[src/rtl/rst_ctl_pkg.sv]
package rst_ctl_pkg;
  localparam int DATA_W   = 8;
  localparam int TRIG_BIT = 2;
  localparam int TYPE_BIT = 1;

  typedef struct packed {
    logic storeType;
    logic fireReq;
    logic readHit;
  } ctlStrobes_t;
endpackage

[src/rtl/rst_ctl_decode.sv]
module rst_ctl_decode
  import rst_ctl_pkg::*;
#(
  parameter int ADDR_W = 16,
  parameter logic [ADDR_W-1:0] PORT_ADDR = 16'h00F9
) (
  input  logic [ADDR_W-1:0] accAddr,
  input  logic              accWrEn,
  input  logic              accRdEn,
  input  logic [DATA_W-1:0] accWrData,
  output ctlStrobes_t       strobes
);
  logic addrHit;
  logic wrHit;

  assign addrHit = (accAddr == PORT_ADDR);
  assign wrHit   = accWrEn && addrHit;

  always_comb begin
    strobes.fireReq   = wrHit && accWrData[TRIG_BIT];
    strobes.storeType = wrHit && !accWrData[TRIG_BIT];
    strobes.readHit   = accRdEn && addrHit;
  end
endmodule

[src/rtl/rst_ctl_datapath.sv]
module rst_ctl_datapath
  import rst_ctl_pkg::*;
(
  input  logic              clk,
  input  logic              rstN,
  input  ctlStrobes_t       strobes,
  input  logic              wrTypeBit,
  output logic [DATA_W-1:0] rdData,
  output logic              reqPulse,
  output logic              typeQ
);
  always_ff @(posedge clk or negedge rstN) begin
    if (!rstN) begin
      typeQ    <= 1'b0;
      reqPulse <= 1'b0;
    end else begin
      reqPulse <= strobes.fireReq;
      if (strobes.storeType) typeQ <= wrTypeBit;
    end
  end

  always_comb begin
    rdData = '0;
    if (strobes.readHit) rdData[TYPE_BIT] = typeQ;
  end

  // a trigger strobe is followed by the request pulse
  p_req_after_trigger_r3: assert property (@(posedge clk) disable iff (!rstN)
    strobes.fireReq |=> reqPulse);
  // no pulse without a trigger in the cycle before
  p_req_needs_trigger_r3: assert property (@(posedge clk) disable iff (!rstN)
    !strobes.fireReq |=> !reqPulse);
  // a trigger keeps the type bit
  p_type_kept_r4: assert property (@(posedge clk) disable iff (!rstN)
    strobes.fireReq |=> $stable(typeQ));
  // a storing write lands the written bit
  p_type_stored_r2: assert property (@(posedge clk) disable iff (!rstN)
    strobes.storeType |=> (typeQ == $past(wrTypeBit)));
endmodule

[src/rtl/rst_ctl_port.sv]
module rst_ctl_port
  import rst_ctl_pkg::*;
#(
  parameter int ADDR_W = 16,
  parameter logic [ADDR_W-1:0] PORT_ADDR = 16'h00F9
) (
  input  logic              clk,
  input  logic              rstN,
  input  logic [ADDR_W-1:0] accAddr,
  input  logic              accWrEn,
  input  logic [7:0]        accWrData,
  input  logic              accRdEn,
  output logic [7:0]        accRdData,
  output logic              rstReq,
  output logic              rstType
);
  ctlStrobes_t strobes;

  rst_ctl_decode #(.ADDR_W(ADDR_W), .PORT_ADDR(PORT_ADDR)) i_decode (
    .accAddr   (accAddr),
    .accWrEn   (accWrEn),
    .accRdEn   (accRdEn),
    .accWrData (accWrData),
    .strobes   (strobes)
  );

  rst_ctl_datapath i_datapath (
    .clk       (clk),
    .rstN      (rstN),
    .strobes   (strobes),
    .wrTypeBit (accWrData[TYPE_BIT]),
    .rdData    (accRdData),
    .reqPulse  (rstReq),
    .typeQ     (rstType)
  );

  // a write elsewhere leaves the type and raises no request
  p_miss_no_effect_r6: assert property (@(posedge clk) disable iff (!rstN)
    (accWrEn && accAddr != PORT_ADDR) |=> ($stable(rstType) && !rstReq));
  // idle or missed read drives zero
  p_rd_idle_zero_r7: assert property (@(posedge clk) disable iff (!rstN)
    (!accRdEn || accAddr != PORT_ADDR) |-> (accRdData == 8'h00));
  // only the type position can read as one
  p_rd_fixed_zero_r5: assert property (@(posedge clk) disable iff (!rstN)
    (accRdData[7:2] == 6'b0) && !accRdData[0]);
endmodule

[config.mk]
export PLATFORM = sky130hd
export DESIGN_NAME = rst_ctl_port
export DESIGN_NICKNAME = d
export VERILOG_FILES = /design/src/rtl/rst_ctl_pkg.sv /design/src/rtl/rst_ctl_decode.sv /design/src/rtl/rst_ctl_datapath.sv /design/src/rtl/rst_ctl_port.sv
export SDC_FILE = /design/constraint.sdc
export NUM_CORES = 1
export LEC_CHECK = 0
export ABC_AREA = 1
export BUFFER_PORTS_ARGS = -buffer_cell sky130_fd_sc_hd__clkbuf_2
export CAP_MARGIN = 20
export CORE_AREA = 2 2 39 41
export CTS_CLUSTER_SIZE = 28
export DETAILED_ROUTE_END_ITERATION = 10
export DIE_AREA = 0 0 41 43
export HOLD_SLACK_MARGIN = 0.06
export PLACE_DENSITY = 0.5
export SYNTH_ARGS = -nofsm -noshare
export SYNTH_HDL_FRONTEND = slang
export SYNTH_HIERARCHICAL = 1
export SYNTH_SLANG_ARGS = --single-unit
[constraint.sdc]
create_clock -name clk -period 0.97 [get_ports clk]
set_clock_uncertainty 0.15 [all_clocks]
set_input_delay 0.097 -clock clk [delete_from_list [all_inputs] [get_ports clk]]
set_output_delay 0.097 -clock clk [all_outputs]
set_load 0.03 [all_outputs]
==> results of run 1 <==
[layer usage]
| metal | vias up | share of wire |
|---|---|---|
| li1 | 153 | - |
| met1 | 134 | 0.33 |
| met5 | - | 0 |
| met3 | 0 | 0.10 |
| met4 | 0 | 0 |
| met2 | 15 | 0.56 |
[where the power goes]
group | internal, W | total (W) | switching [W]
Clock | 0.000153 | 0.000206 | 0.0000530
Sequential | 0.0000840 | 0.0000840 | 0.00000000734
Combinational | 0.0000566 | 0.000122 | 0.0000654
Total | 0.000294 | 0.000412 | 0.000118
[worst min-delay path: stages]
cell,delay (ps)
clkbuf_2,80
nand3_1,100
nor2_1,50
[synth_stat cells]
master   instances
and3_2           1
buf_4            7
conb_1           1
dfrtp_1          2
inv_1            6
nand2_1          8
nand3_1          1
nand4_1          1
nor2_1           8
nor2_2           1
[worst min path at each step]
stage	start	endpoint	cells past startpoint
3_3_place_gp	rstN	i_datapath/reqPulse	1
5_1_grt	accWrEn	i_datapath/reqPulse	3
4_1_cts	accWrEn	i_datapath/reqPulse	3
3_5_place_dp	rstN	i_datapath/reqPulse	1
6_report	accWrEn	i_datapath/reqPulse	3
2_1_floorplan	rstN	i_datapath/reqPulse	0
[timing repair]
item	in CTS	in global routing
hold buffers	3	1
pin swaps	1	11
hold endpoints to repair	4	4
gates resized for setup	6	18
buffers inserted	1	0
setup endpoints to repair	3	4
[kinds of logic after synthesis]
family                 Yosys count  synth area share
DFF                              2             0.234
buffers and inverters           13             0.351
and+or+nand+nor                 20             0.398
other                            1            0.0175
[through the flow]
step | setup slack [ps] | total power, W
2_1_floorplan | 30.1 | 0.000153
3_3_place_gp | -215 | 0.000173
3_5_place_dp | -219 | 0.000174
4_1_cts | -166 | 0.000403
5_1_grt | -198 | 0.000462
6_report | -152 | 0.000412
[cell type report]
type,instances,area (µm²)
clock buffers,4,26.3
well taps,16,20.0
fillers,160,908
inverters,6,22.5
repair buffers,28,205
multi-input cells,27,150
flip-flops and latches,2,51.3
[flip-flops by register name, indices dropped and copies added, names as in the netlist]
| name | count |
|---|---|
| i_datapath/reqPulse | 1 |
| i_datapath/typeQ | 1 |
==> metrics.md, run 1 <==
| Metric | Value |
|---|---|
| Top delay family on crit path | flip-flops |
| Leakage Power | 0.262 nW |
| Clk buf depth | 2 |
| Placed Instances | 75 |
| Data required, critical path | between 700 and 800 ps |
| Top cells by area, synth | buf_4, dfrtp_1, nand2_1 |
| CTS HTree Levels | 1 |
| Ys Warns | 6 |
| Setup TNS | -326 ps |
| Most common cell after layout, fill and taps aside | clkbuf_2 |
| Die H | about 43 µm |
| RSZ-0062 raised after global routing | true |
| Buffer and inverter count on the worst path | 2 |
| Starting Density | 0.155 |
| Gr busiest metal | met2 |
| Post-route ant nets | 0 |
| Vias/cell | 3.64 |
| TritonRoute pass-1 iters | 2 |
| Clock-pin slew on the worst setup and hold paths | 30 ps |
| Root Buffer Master | clkbuf_4 |
| Port Buffers | 24 |
| Share of cells above drive strength 1 | 0.612 |
| Largest net degree at the start of global routing | 4 |
| Iter 0 DRT Violations | 2 |
| Dpl cell area | 325 µm² |
| Met3 Use GR | 0.0366 |
| Fin worst setup slack | -152 ps |
| Total Wirelength | between 600 and 700 µm |
| Critical Path Sink | accRdData[1] |
| Synth cell types | 10 |
| Final period util | 1.16 |
| Setup Viol. Count Final | 4 |
| Slowest cell on crit path | dfrtp_2 |
| Max-slew violation count | 0 |
| Arrival @ worst endpoint | about 870 ps |
| Crit. End Element | output port |
| Non-Filler Instances | just over 80 |
| Gpl congestion | between 0.5 and 0.6 |
| GRT Total Usage | 0.0830 |
| # IOs | 38 |
| Row count | 14 |
| PwrDens | roughly 870 nW/µm² |
| Yosys reg bits | 2 |
| Synth Instances | 36 |
| Synth-to-layout area growth | 122% |
| Grt total ovfl | 0 |
| Cts bufs inserted | 3 |
| Violations in the final reports | setup timing |
| Die ar. | 1760 µm² |
| Post-layout util | 0.344 |
| Status | complete, but fails checks |
| Worst reg2reg setup slack | approximately 70 ps |
| CP Launch Type | flip-flop |
| Post-Syn Area per Cell | 5.94 µm² |
| CP max FO | 3 |
| Sequential area share after synthesis | 0.234 |
| CP Depth | 3 |
| Cell depth of the worst flop-to-flop path | 3 |
| Crit-path cells | nand2_2 > inv_2 > buf_8 |
| Worst path max stage delay | ~400 ps |
| Wire per inst | about 7.3 µm |
| Vias | 302 |
| FMAX | approximately 890 MHz |
| RR Endpoint | i_datapath/typeQ |
| Skew-Pair Late Insertion Delay | 230 ps |
| CTS tree | yes |
| Final min period | around 1100 ps |
| RR Startpoint | i_datapath/typeQ |
| Setup Crit Path Kind | flip-flop to output port |
| Final net count | between 90 and 100 |
| # diodes | 0 |
| Most frequent cells in the layout | clkbuf_2, conb_1, nand2_1 |
| Core Footprint | approximately 1400 µm² |
| Die Wd | slightly above 40 µm |
| Worst IR drop on VDD | 0.203 mV |
| Met2 GRT Util | 0.131 |
| HP Class | input port to flip-flop |
| Top cell type's share of synthesized area | 0.246 |
| Clk sink count | 2 |
| Global-route wire length before repair | around 960 µm |
| Hold Vio Cnt, Final | 0 |
| Tightest hold margin | around 2.5 ps |
| Synth area leader | buf_4 |
| Max-cap violation count | 0 |
| Vias in the first global route | 299 |
| Grt met1 use | 0.0698 |
| Final Cell Area | 475 µm² |
| Drt drc | 0 |
| CP startpoint | i_datapath/typeQ |
| Initial antenna violation count | 0 |
| Syn Std Cell Area | ~210 µm² |
Note: power is estimated with default switching activity, not from simulation.
==> run 2, diff against run 1 <==
--- a/constraint.sdc
+++ b/constraint.sdc
@@ -3,3 +3,3 @@
 set_input_delay 0.097 -clock clk [delete_from_list [all_inputs] [get_ports clk]]
 set_output_delay 0.097 -clock clk [all_outputs]
-set_load 0.03 [all_outputs]
+set_load 0.1 [all_outputs]
==> metrics.md, run 2 (synthesis gave the netlist of run 1 again) <==
| Metric | Value |
|---|---|
| Status | complete, but fails checks |
| Violations in the final reports | hold timing, setup timing |
| Post-layout util | 0.325 |
| Placed Instances | between 70 and 80 |
| Gpl congestion | between 0.5 and 0.6 |
| Most common cell after layout, fill and taps aside | clkbuf_2 |
| Fin worst setup slack | -295 ps |
| Pre-CTS setup slack | -253 ps |
| Vias | 289 |
| Row count | 14 |
| Crit. End Element | output port |
| Cts bufs inserted | 3 |
| Setup Viol. Count Final | 4 |
| RR Endpoint | i_datapath/typeQ |
| Setup TNS | -704 ps |
| Iter 0 DRT Violations | 2 |
| Die H | about 43 µm |
| Grt total ovfl | 0 |
| Final net count | 96 |
| Leakage Power | between 0.2 and 0.3 nW |
| Share of cells above drive strength 1 | 0.545 |
| Max-slew violation count | 0 |
| Max-cap violation count | 0 |
| GRT Total Usage | 0.0761 |
| Most frequent cells in the layout | clkbuf_2, nand2_1, conb_1, nor2_1, inv_1 |
| Final min period | between 1000 and 1500 ps |
| Cell depth of the worst flop-to-flop path | 3 |
| WL met3 | around 73 µm |
| CP max FO | 2 |
| Core Footprint | 1380 µm² |
| WHS Endpoint | i_datapath/reqPulse |
| Vias/cell | 3.52 |
| CTS HTree Levels | 1 |
| PwrDens | ~990 nW/µm² |
| CTS tree | yes |
| Hold path startpoint | accWrEn |
| Data required, critical path | roughly 720 ps |
| Post-route ant nets | 0 |
| TritonRoute pass-1 iters | 4 |
| Starting Density | 0.155 |
| Setup Crit Path Kind | flip-flop to output port |
| Root Buffer Master | clkbuf_4 |
| RR Startpoint | i_datapath/typeQ |
| Global-route wire length before repair | 897 µm |
| Final HPWL DP | ~470 µm |
| Clk sink count | 2 |
| Largest regs | i_datapath/reqPulse (1), i_datapath/typeQ (1) |
| Port Buffers | 24 |
| Tightest hold margin | -5.19 ps |
| Hold Vio Cnt, Final | 1 |
| Clk buf depth | 2 |
| RSZ-0062 raised after global routing | true |
| WL met1 | ~190 µm |
| HP Class | input port to flip-flop |
| # IOs | 38 |
| # diodes | 0 |
| Non-Filler Instances | 82 |
| Wire per inst | 6.89 µm |
| Met2 WL | ~300 µm |
| Initial antenna violation count | 0 |
| Min-Delay Path Depth | 3 |
| Clock-pin slew on the worst setup and hold paths | roughly 30 ps |
| Die ar. | ~1800 µm² |
| Worst reg2reg setup slack | -20 ps |
| Top sig layer | met3 |
| Synth-to-layout area growth | 111% |
| Arrival @ worst endpoint | ~1000 ps |
| FMAX | 790 MHz |
| CP Launch Type | flip-flop |
| Worst IR drop on VDD | 0.283 mV |
| Drt drc | 0 |
| Final period util | 1.30 |
| Vias in the first global route | between 200 and 300 |
| Largest net degree at the start of global routing | 3 |
| Total Wirelength | 565 µm |
| Skew-Pair Late Insertion Delay | approximately 220 ps |
| Die Wd | between 40 and 50 µm |
==> run 2: how the worst max path moves through the flow <==
stage                     start  cells past startpoint  slack, ps           end
2_1_floorplan  i_datapath/typeQ                      2       -400  accRdData[1]
3_3_place_gp         accAddr[9]                      8       -240  accRdData[1]
4_1_cts        i_datapath/typeQ                      3       -310  accRdData[1]
6_report       i_datapath/typeQ                      3       -300  accRdData[1]
3_5_place_dp         accAddr[9]                      8       -250  accRdData[1]
5_1_grt        i_datapath/typeQ                      3       -320  accRdData[1]
==> run 2: routing by layer <==
layer,global-route usage,vias up
met4,0.0800,0
met3,0.0157,0
met2,0.109,18
li1,-,151
met5,0,-
met1,0.0828,120
==> run 2: power breakdown <==
part           total [W]  internal, W  switching [W]
sequential     0.0000841    0.0000841  0.00000000852
combinational   0.000181    0.0000427       0.000138
clock           0.000180     0.000136      0.0000436
total           0.000445     0.000263       0.000182
==> run 2: area by class of cell <==
class / instances / area (µm²)
flip-flops and latches: 2 / 55.1
multi-input cells: 27 / 124
fillers: 156 / 933
repair buffers: 28 / 203
inverters: 6 / 26.3
well taps: 16 / 20.0
clock buffers: 3 / 22.5
==> run 2: what timing repair did <==
| action | in CTS | in global routing |
|---|---|---|
| endpoints found under the setup margin | 4 | 4 |
| resized for setup | 0 | 2 |
| buffers inserted | 0 | 0 |
| pin swaps | 0 | 1 |
| endpoints found under the hold margin | 4 | 4 |
| hold buffers | 3 | 1 |
==> run 2: critical path, stage by stage, from the launching register on <==
cell and delay, ps:
dfrtp_4 480, nand2_4 70, clkinvlp_4 80, buf_12 170
==> run 2: metrics by stage <==
| step | total power [W] | instance area (µm²) |
|---|---|---|
| CTS | 0.000458 | 445 |
| detailed placement | 0.000256 | 393 |
| finish | 0.000445 | 450 |
| global route | 0.000472 | 450 |
| global placement | 0.000254 | 393 |
| floorplan | 0.000235 | 253 |
==> run 3, diff against run 2 <==
SKIP_CTS_REPAIR_TIMING = 1   (was unset)
==> metrics.md, run 3 (synthesis gave the netlist of run 1 again) <==
| Metric | Value |
|---|---|
| Hold Vio Cnt, Final | 1 |
| Top sig layer | met3 |
| Largest net degree at the start of global routing | 3 |
| Vias/cell | around 3.5 |
| RSZ-0062 raised after global routing | true |
| # IOs | 38 |
| Fin worst setup slack | -295 ps |
| Int Power | between 0.0002 and 0.0003 W |
| CTS HTree Levels | 1 |
| Die Wd | 41 µm |
| Pre-CTS setup slack | -253 ps |
| Comb pwr share | 0.406 |
| Flop pwr share | 0.189 |
| Iter 0 DRT Violations | 3 |
| RR Startpoint | i_datapath/typeQ |
| Cts bufs inserted | 3 |
| Multi-input gate area | between 100 and 150 µm² |
| Dpl cell area | approximately 390 µm² |
| Initial antenna violation count | 0 |
| TritonRoute pass-1 iters | 4 |
| Clk sink count | 2 |
| Grt total ovfl | 0 |
| Most frequent cells in the layout | clkbuf_2, nand2_1, conb_1, nor2_1, inv_1 |
| Crit. End Element | output port |
| Switch share | 0.409 |
| Hold path startpoint | accWrEn |
| CP max FO | 2 |
| Final net count | between 90 and 100 |
| Skew-Pair Late Insertion Delay | 220 ps |
| Status | complete, but fails checks |
| WHS Endpoint | i_datapath/reqPulse |
| WL met3 | about 73 µm |
| CP Launch Type | flip-flop |
| Max-slew violation count | 0 |
| Clock power share | 0.405 |
| WL met1 | 189 µm |
| Setup Crit Path Kind | flip-flop to output port |
| Row count | 14 |
| Total Wirelength | ~550 µm |
| Tightest hold margin | -27.0 ps |
| RR Endpoint | i_datapath/typeQ |
| Max-cap violation count | 0 |
| Synth-to-layout area growth | 109% |
| Final Cell Area | 448 µm² |
| Share of cells above drive strength 1 | 0.530 |
| Data required, critical path | around 700 ps |
| Psw | roughly 0.00018 W |
| Starting Density | 0.155 |
| Most common cell after layout, fill and taps aside | clkbuf_2 |
| Post-route ant nets | 0 |
| Vias | a little under 300 |
| Met2 WL | ~290 µm |
| Cell depth of the worst flop-to-flop path | 3 |
| Clock-pin slew on the worst setup and hold paths | ~30 ps |
| Drt drc | 0 |
| HP Class | input port to flip-flop |
| Port Buffers | 24 |
| Final HPWL DP | around 470 µm |
| Final min period | approximately 1300 ps |
| Global-route wire length before repair | around 880 µm |
| Gpl congestion | between 0.5 and 0.6 |
| Largest regs | i_datapath/reqPulse (1), i_datapath/typeQ (1) |
| GRT Total Usage | 0.0741 |
| Setup Viol. Count Final | 4 |
| Wire per inst | approximately 6.7 µm |
| FMAX | 790 MHz |
| Final period util | 1.30 |
| Clk buf depth | 2 |
| Violations in the final reports | hold timing, setup timing |
| PwrDens | 993 nW/µm² |
| Vias in the first global route | 257 |
| Min-Delay Path Depth | 3 |
| Root Buffer Master | clkbuf_4 |
| # diodes | 0 |
| Die H | ~43 µm |
| Reg area | between 50 and 60 µm² |
| Die ar. | approximately 1800 µm² |
| FILL cells | 156 |
| CTS tree | yes |
| Core Footprint | approximately 1400 µm² |
| Post-layout util | 0.324 |
| Leakage Power | 0.265 nW |
| Arrival @ worst endpoint | a little over 1000 ps |
| Worst IR drop on VDD | 0.283 mV |
| Worst reg2reg setup slack | -20 ps |
[run 3: worst max path at each step]
| stage | start | slack [ps] | endpoint | cells after the start |
|---|---|---|---|---|
| 6_report | i_datapath/typeQ | -300 | accRdData[1] | 3 |
| 5_1_grt | i_datapath/typeQ | -320 | accRdData[1] | 3 |
| 4_1_cts | i_datapath/typeQ | -310 | accRdData[1] | 3 |
| 3_5_place_dp | accAddr[9] | -250 | accRdData[1] | 8 |
| 3_3_place_gp | accAddr[9] | -240 | accRdData[1] | 8 |
| 2_1_floorplan | i_datapath/typeQ | -400 | accRdData[1] | 2 |
[run 3: power groups by stage]
stage,Sequential (W),Clock (W),Combinational (W)
2_1_floorplan,0.0000851,0,0.000150
3_3_place_gp,0.0000851,0,0.000169
3_5_place_dp,0.0000851,0,0.000171
4_1_cts,0.0000841,0.000194,0.000171
5_1_grt,0.0000841,0.000193,0.000192
6_report,0.0000841,0.000180,0.000181
[run 3: metrics by stage]
step / total power (W) / std cells / hold slack, ps / TNS [ps]
final: 0.000445 / 82 / -27.0 / -751
after global routing: 0.000469 / 82 / 3.19 / -858
after CTS: 0.000449 / 79 / -504 / -710
after detailed placement: 0.000256 / 76 / -264 / -454
after global placement: 0.000254 / 76 / -264 / -432
after floorplan: 0.000235 / 42 / -349 / -456
[run 3: metal layers]
metal  GRT usage  up-vias
met5           0        -
met4      0.0800        0
met3      0.0157        0
met2       0.103       18
met1      0.0828      122
li1            -      151
[run 3: worst max-delay path, stage by stage, from the launching register on]
cell and delay, ps:
dfrtp_4 480, nand2_4 70, clkinvlp_4 80, buf_12 170
[run 3: area by class of cell]
class	count	share of cell area
repair buffers	28	0.453
multi-input cells	27	0.271
flip-flops and latches	2	0.123
inverters	6	0.0587
clock buffers	3	0.0503
well taps	16	0.0447
